File: config.mk
export PLATFORM = sky130hd
export DESIGN_NAME = dualport_ddr_sram
export DESIGN_NICKNAME = d
export VERILOG_FILES = /design/src/rtl/dps_pkg.sv /design/src/rtl/dps_slot_ctrl.sv /design/src/rtl/dps_wr_capture.sv /design/src/rtl/dps_array.sv /design/src/rtl/dps_rd_launch.sv /design/src/rtl/dualport_ddr_sram.sv
export SDC_FILE = /design/constraint.sdc
export NUM_CORES = 1
export LEC_CHECK = 0
export CAP_MARGIN = 20
export CORE_UTILIZATION = 40
export DETAILED_ROUTE_END_ITERATION = 10
export SYNTH_ARGS = -nofsm -noshare
export SYNTH_HDL_FRONTEND = slang
export SYNTH_SLANG_ARGS = --single-unit
File: constraint.sdc
create_clock -name clk -period 4.1 [get_ports clk]
set_input_delay 0.82 -clock clk [delete_from_list [all_inputs] [get_ports clk]]
set_output_delay 0.82 -clock clk [all_outputs]
set_load 0.03 [all_outputs]
File: src/rtl/dps_pkg.sv
`timescale 1ns/1ps
package dps_pkg;
   typedef enum logic {
      SLOT_RD = 1'b0,
      SLOT_WR = 1'b1
   } slot_e;

   function automatic slot_e next_slot(input slot_e s);
      return (s == SLOT_RD) ? SLOT_WR : SLOT_RD;
   endfunction
endpackage

File: src/rtl/dps_slot_ctrl.sv
`timescale 1ns/1ps
module dps_slot_ctrl
   import dps_pkg::*;
#(
   parameter int ADDR_W = 6,
   localparam int BASE_W = ADDR_W - 1
) (
   input  logic              clk,
   input  logic              rst_n,
   input  logic [ADDR_W-1:0] addr,
   input  logic              rd_n,
   input  logic              wr_n,
   output logic              rd_take,
   output logic              wr_take,
   output logic              rd_v,
   output logic [BASE_W-1:0] rd_base,
   output logic              wr_v,
   output logic [BASE_W-1:0] wr_base
);
   slot_e slot;
   logic  unused_lsb;

   assign unused_lsb = addr[0];
   assign rd_take    = rst_n && (slot == SLOT_RD) && !rd_n;
   assign wr_take    = rst_n && (slot == SLOT_WR) && !wr_n;

   always_ff @(posedge clk or negedge rst_n) begin
      if (!rst_n) begin
         slot    <= SLOT_RD;
         rd_v    <= 1'b0;
         wr_v    <= 1'b0;
         rd_base <= '0;
         wr_base <= '0;
      end else begin
         slot <= next_slot(slot);
         rd_v <= rd_take;
         wr_v <= wr_take;
         if (rd_take) rd_base <= addr[ADDR_W-1:1];
         if (wr_take) wr_base <= addr[ADDR_W-1:1];
      end
   end
endmodule

File: src/rtl/dps_wr_capture.sv
`timescale 1ns/1ps
module dps_wr_capture #(
   parameter int DATA_W = 16,
   parameter int BASE_W = 5
) (
   input  logic              clk,
   input  logic              rst_n,
   input  logic              wr_v,
   input  logic [BASE_W-1:0] wr_base,
   input  logic [DATA_W-1:0] d,
   output logic              commit_en,
   output logic [BASE_W-1:0] commit_base,
   output logic [DATA_W-1:0] commit_w0,
   output logic [DATA_W-1:0] commit_w1
);
   // rising edge after the address edge: even word
   always_ff @(posedge clk or negedge rst_n) begin
      if (!rst_n) begin
         commit_en   <= 1'b0;
         commit_base <= '0;
         commit_w0   <= '0;
      end else begin
         commit_en <= wr_v;
         if (wr_v) begin
            commit_base <= wr_base;
            commit_w0   <= d;
         end
      end
   end

   // following falling edge: odd word
   always_ff @(negedge clk or negedge rst_n) begin
      if (!rst_n) begin
         commit_w1 <= '0;
      end else if (commit_en) begin
         commit_w1 <= d;
      end
   end
endmodule

File: src/rtl/dps_array.sv
`timescale 1ns/1ps
module dps_array #(
   parameter int DATA_W = 16,
   parameter int BASE_W = 5,
   localparam int PAIRS = 1 << BASE_W
) (
   input  logic              clk,
   input  logic              we,
   input  logic [BASE_W-1:0] wbase,
   input  logic [DATA_W-1:0] w0,
   input  logic [DATA_W-1:0] w1,
   input  logic              re,
   input  logic [BASE_W-1:0] rbase,
   output logic [DATA_W-1:0] r0,
   output logic [DATA_W-1:0] r1
);
   logic hit;
   assign hit = we && (wbase == rbase);

   for (genvar gb = 0; gb < 2; gb++) begin : g_bank
      logic [DATA_W-1:0] mem [PAIRS];
      logic [DATA_W-1:0] wdat;
      logic [DATA_W-1:0] rd_q;

      assign wdat = (gb == 0) ? w0 : w1;

      always_ff @(posedge clk) begin
         if (we) mem[wbase] <= wdat;
      end

      // a commit on the fetch edge is forwarded
      always_ff @(posedge clk) begin
         if (re) rd_q <= hit ? wdat : mem[rbase];
      end
   end

   assign r0 = g_bank[0].rd_q;
   assign r1 = g_bank[1].rd_q;
endmodule

File: src/rtl/dps_rd_launch.sv
`timescale 1ns/1ps
module dps_rd_launch #(
   parameter int DATA_W = 16
) (
   input  logic              clk,
   input  logic              rst_n,
   input  logic              fetch_v,
   input  logic [DATA_W-1:0] r0,
   input  logic [DATA_W-1:0] r1,
   output logic [DATA_W-1:0] q,
   output logic              q_valid
);
   logic              stage_v;
   logic [DATA_W-1:0] q_rise;
   logic [DATA_W-1:0] q_fall;

   always_ff @(posedge clk or negedge rst_n) begin
      if (!rst_n) begin
         stage_v <= 1'b0;
         q_valid <= 1'b0;
         q_rise  <= '0;
         q_fall  <= '0;
      end else begin
         stage_v <= fetch_v;
         q_valid <= stage_v;
         if (stage_v) begin
            q_rise <= r0;
            q_fall <= r1;
         end
      end
   end

   // high phase carries the even word, low phase the odd word
   assign q = clk ? q_rise : q_fall;
endmodule

File: src/rtl/dualport_ddr_sram.sv
`timescale 1ns/1ps
module dualport_ddr_sram #(
   parameter int DATA_W = 16,
   parameter int ADDR_W = 6
) (
   input  logic              clk,
   input  logic              rst_n,
   input  logic [ADDR_W-1:0] addr,
   input  logic              rd_n,
   input  logic              wr_n,
   input  logic [DATA_W-1:0] d,
   output logic [DATA_W-1:0] q,
   output logic              q_valid
);
   localparam int BASE_W = ADDR_W - 1;

   if (DATA_W < 1) begin : g_bad_data
      $error("DATA_W must be at least 1");
   end
   if (ADDR_W < 2 || ADDR_W > 12) begin : g_bad_addr
      $error("ADDR_W must lie in 2..12");
   end

   logic              rd_take, wr_take;
   logic              rd_v, wr_v;
   logic [BASE_W-1:0] rd_base, wr_base;
   logic              commit_en;
   logic [BASE_W-1:0] commit_base;
   logic [DATA_W-1:0] commit_w0, commit_w1;
   logic [DATA_W-1:0] fetch_w0, fetch_w1;
   logic              rd_valid;

   dps_slot_ctrl #(.ADDR_W(ADDR_W)) i_slot (
      .clk     (clk),
      .rst_n   (rst_n),
      .addr    (addr),
      .rd_n    (rd_n),
      .wr_n    (wr_n),
      .rd_take (rd_take),
      .wr_take (wr_take),
      .rd_v    (rd_v),
      .rd_base (rd_base),
      .wr_v    (wr_v),
      .wr_base (wr_base)
   );

   dps_wr_capture #(.DATA_W(DATA_W), .BASE_W(BASE_W)) i_wcap (
      .clk         (clk),
      .rst_n       (rst_n),
      .wr_v        (wr_v),
      .wr_base     (wr_base),
      .d           (d),
      .commit_en   (commit_en),
      .commit_base (commit_base),
      .commit_w0   (commit_w0),
      .commit_w1   (commit_w1)
   );

   dps_array #(.DATA_W(DATA_W), .BASE_W(BASE_W)) i_array (
      .clk   (clk),
      .we    (commit_en),
      .wbase (commit_base),
      .w0    (commit_w0),
      .w1    (commit_w1),
      .re    (rd_v),
      .rbase (rd_base),
      .r0    (fetch_w0),
      .r1    (fetch_w1)
   );

   dps_rd_launch #(.DATA_W(DATA_W)) i_launch (
      .clk     (clk),
      .rst_n   (rst_n),
      .fetch_v (rd_v),
      .r0      (fetch_w0),
      .r1      (fetch_w1),
      .q       (q),
      .q_valid (rd_valid)
   );

   assign q_valid = rd_valid;
endmodule

==> metrics.md <==
| Metric | Value |
|---|---|
| Vias/cell | `5.83` |
| Net Count, Synth | `1951` |
| Critical Path Fanout Max | `4` |
| Drt drc | `0` |
| Rows | `120` |
| Max-slew violation count | `0` |
| Vias after detailed routing | `20900` |
| Die height | `331 um` |
| Avg Inst Size Synth | `22.5 um2` |
| Syn Std Cell Area | `43400 um2` |
| First-pass GRT wire length | `155000 um` |
| Relative slew slack | `25.5%` |
| Yosys reg bits | `1141` |
| Final Cell Area | `50300 um2` |
| Cell count after synthesis | `1925` |
| Mux contribution to synthesized area | `16.6%` |
| PD cells | `548 nW/um2` |
| I/O Pins | `43` |
| Nets | `2111` |
| CTS tree | `built` |
| Max Cap Viol | `0` |
| CP peak stage delay | `0.43 ns` |
| Finished Core Util | `46.9%` |
| Critical path type | `clock port to primary output` |
| Drt wl/cell | `30.0 um` |
| Largest net degree at the start of global routing | `66` |
| RSZ-0062 raised after global routing | `false` |
| Most used cell, CP | `clkbuf_16` |
| Overall die width | `331 um` |
| Drt first-iter violations | `2399` |
| Core Footprint | `107000 um2` |
| Pre-antenna DRT Iters | `5` |
| Skew-Pair Late Insertion Delay | `0.79 ns` |
| Drt total wl | `107000 um` |
| Slowest cell on crit path | `dlygate4sd2_1` |
| Worst-path cell chain | `clkbuf_16, clkbuf_16, clkbuf_16, mux2_2, dlygate4sd2_1` |
| Tot Pwr | `27.5 mW` |
| Peak supply drop | `0.000395 V` |
| Worst min-delay path class | `flip-flop to flip-flop` |
| Buf+Inv Stages, Crit Path | `4` |
| Layout Area Growth over Synthesis | `15.9%` |
| Initial antenna violation count | `1` |
| Clk pin slew, worst setup/hold paths | `0.06 ns` |
| Fillcell total | `8850` |
| Post-synthesis adder-cell area fraction | `0%` |
| Worst Path Required | `3.28 ns` |
| Post-route antenna net violation count | `0` |
| Vias in the first global route | `21700` |
| Share of layout cells above drive strength 1 | `30.9%` |
| Startpoint types | `clock port` |
| Skew final | `0.0426 ns` |
| Simple-gate share of the synthesized area | `1.49%` |
| CP Data Arrival Time | `3.21 ns` |
| Status | `finished, final reports clean` |
| DP Area | `46300 um2` |
| Final number of setup-violating endpoints | `0` |
| Hpwl dp | `62200 um` |
| Worst slew pin tran | `1.12 ns` |
| Diode count | `0` |
| Setup TNS Final | `0 ns` |
| Yosys cell types | `29` |
| IO buf count | `41` |
| Total die area | `110000 um2` |
| Yosys warning count | `0` |
| Total grt overflow | `0` |
| Post-synthesis xor/xnor area fraction | `0.101%` |
| Complex-gate fraction of the synthesized area | `2.59%` |
| P_leak | `16.0 nW` |
| Setup Buffers After CTS | `0` |
| CP endpoint kind | `primary output` |
| Largest family of logic cells by synthesized area | `multiplexers` |
| Sequential-to-total area share from yosys stat | `78.0%` |
| Hold Fails Final Rpt | `0` |
| Cell family contributing the most delay on the critical path | `buffers and inverters` |
| Gr usage total | `19.7%` |
| Routability congestion estimate | `0.789` |
| Starting Density | `40.4%` |
-- cell usage after synthesis, drive strengths merged --
cell | number | area (um2)
or3b | 5 | 43.8
o31ai | 31 | 233
or3 | 2 | 12.5
inv | 2 | 7.51
xor2 | 4 | 35.0
o22ai | 62 | 388
nor4 | 1 | 6.26
buf | 57 | 267
nand3 | 33 | 165
nand2 | 2 | 7.51
and2 | 3 | 18.8
mux2 | 97 | 1090
mux2i | 31 | 310
nor2 | 33 | 124
a211o | 31 | 272
nand3b | 7 | 52.6
xnor2 | 1 | 8.76
nor2b | 32 | 200
edfxtp | 1056 | 31700
nor3b | 1 | 7.51
nand2b | 1 | 6.26
clkbuf | 59 | 221
mux4 | 258 | 5810
dfrtp | 69 | 1730
dfrtn | 16 | 400
a211oi | 31 | 233
-- metal layers --
metal  track usage [%]  vias up  part of all wire, %
met5                 0        -                    0
met4              7.53        0                  3.5
met3              4.00      199                  7.8
met2              30.1      853                   47
met1              27.8    11400                   42
li1                  -     8472                    -
-- repair_timing --
item	4_1_cts	5_1_grt
resized for setup	16	0
setup endpoints to repair	16	0
hold buffers	1	0
endpoints found under the hold margin	18	0
-- cell usage in the layout, fill, tap and decap left out, drive strengths merged --
cell              n
edfxtp         1056
mux4            258
clkbuf          154
buf             112
mux2             97
dfrtp            69
o22ai            62
clkinv           52
nand3            33
nor2             33
nor2b            32
mux2i            31
a211o            31
a211oi           31
o31ai            31
clkdlybuf4s50    24
dfrtn            16
dlygate4sd2      16
nand3b            7
bufinv            6
or3b              5
xor2              4
clkinvlp          4
and2              3
nand2             2
inv               2
or3               2
nor4              1
xnor2             1
nand2b            1
nor3b             1
dlygate4sd3       1
-- sequential cells by signal (all words and copies together), names as in the netlist --
signal and flops:
i_array.g_bank.mem 1024, i_array.r0 16, i_array.r1 16, i_launch.q_fall 16
i_launch.q_rise 16, i_wcap.commit_w0 16, i_wcap.commit_w1 16, i_slot.rd_base 5
i_slot.wr_base 5, i_wcap.commit_base 5, i_launch.q_valid 1, i_launch.stage_v 1
i_slot.rd_v 1, i_slot.slot 1, i_slot.wr_v 1, i_wcap.commit_en 1
-- where the power goes --
group	internal, mW	total [mW]	switching [mW]
clock	6.21	11.0	4.81
sequential	13.3	13.6	0.361
combinational	1.24	2.86	1.63
-- worst reg2reg max path, stage by stage (launching register included) --
cell and delay (ns):
dfrtn_1 1.11, nand3_1 0.16, o31ai_1 0.12
-- per-stage QoR --
stage,instances,hold WS (ns),setup slack [ns]
floorplan,1925,0.352,0.439
global placement,3353,0.430,0.235
detailed placement,3354,0.440,0.241
CTS,3571,0.458,0.0273
global route,3581,0.485,0.0385
finish,3581,0.465,0.0663
-- worst paths after layout --
path | start | to | slack, ns | depth (start not counted)
setup / recovery | clk | q[12] | 0.07 | 5
hold / removal | i_slot.slot | i_slot.slot | 0.46 | 1
setup reg to reg | i_wcap.commit_w1[5] | i_array.r1[5] | 0.50 | 2
hold reg to reg | i_slot.slot | i_slot.slot | 0.46 | 1
max in group asynchronous | rst_n | i_wcap.commit_w1[10] | 1.11 | 3
min in group asynchronous | rst_n | i_wcap.commit_w0[1] | 0.50 | 2
-- logic make-up (layout without fill, tap and decap cells) --
logic type	after synthesis	after routing
mux	386	386
simple gates	120	120
buf+inv	118	371
xor+xnor	5	5
flops	1141	1141
compound gates	155	155
-- layout make-up --
type / instances / area (um2) / area share (%)
multi-input combinational: 666 / 9270 / 18.4
clock buffer: 170 / 3420 / 6.79
clock inverter: 62 / 459 / 0.913
timing repair buffer: 137 / 1510 / 3.01
tap: 1403 / 1760 / 3.49
sequential: 1141 / 33900 / 67.3
inverter: 2 / 7.51 / 0.0149
(Power assumes the default switching activity.)
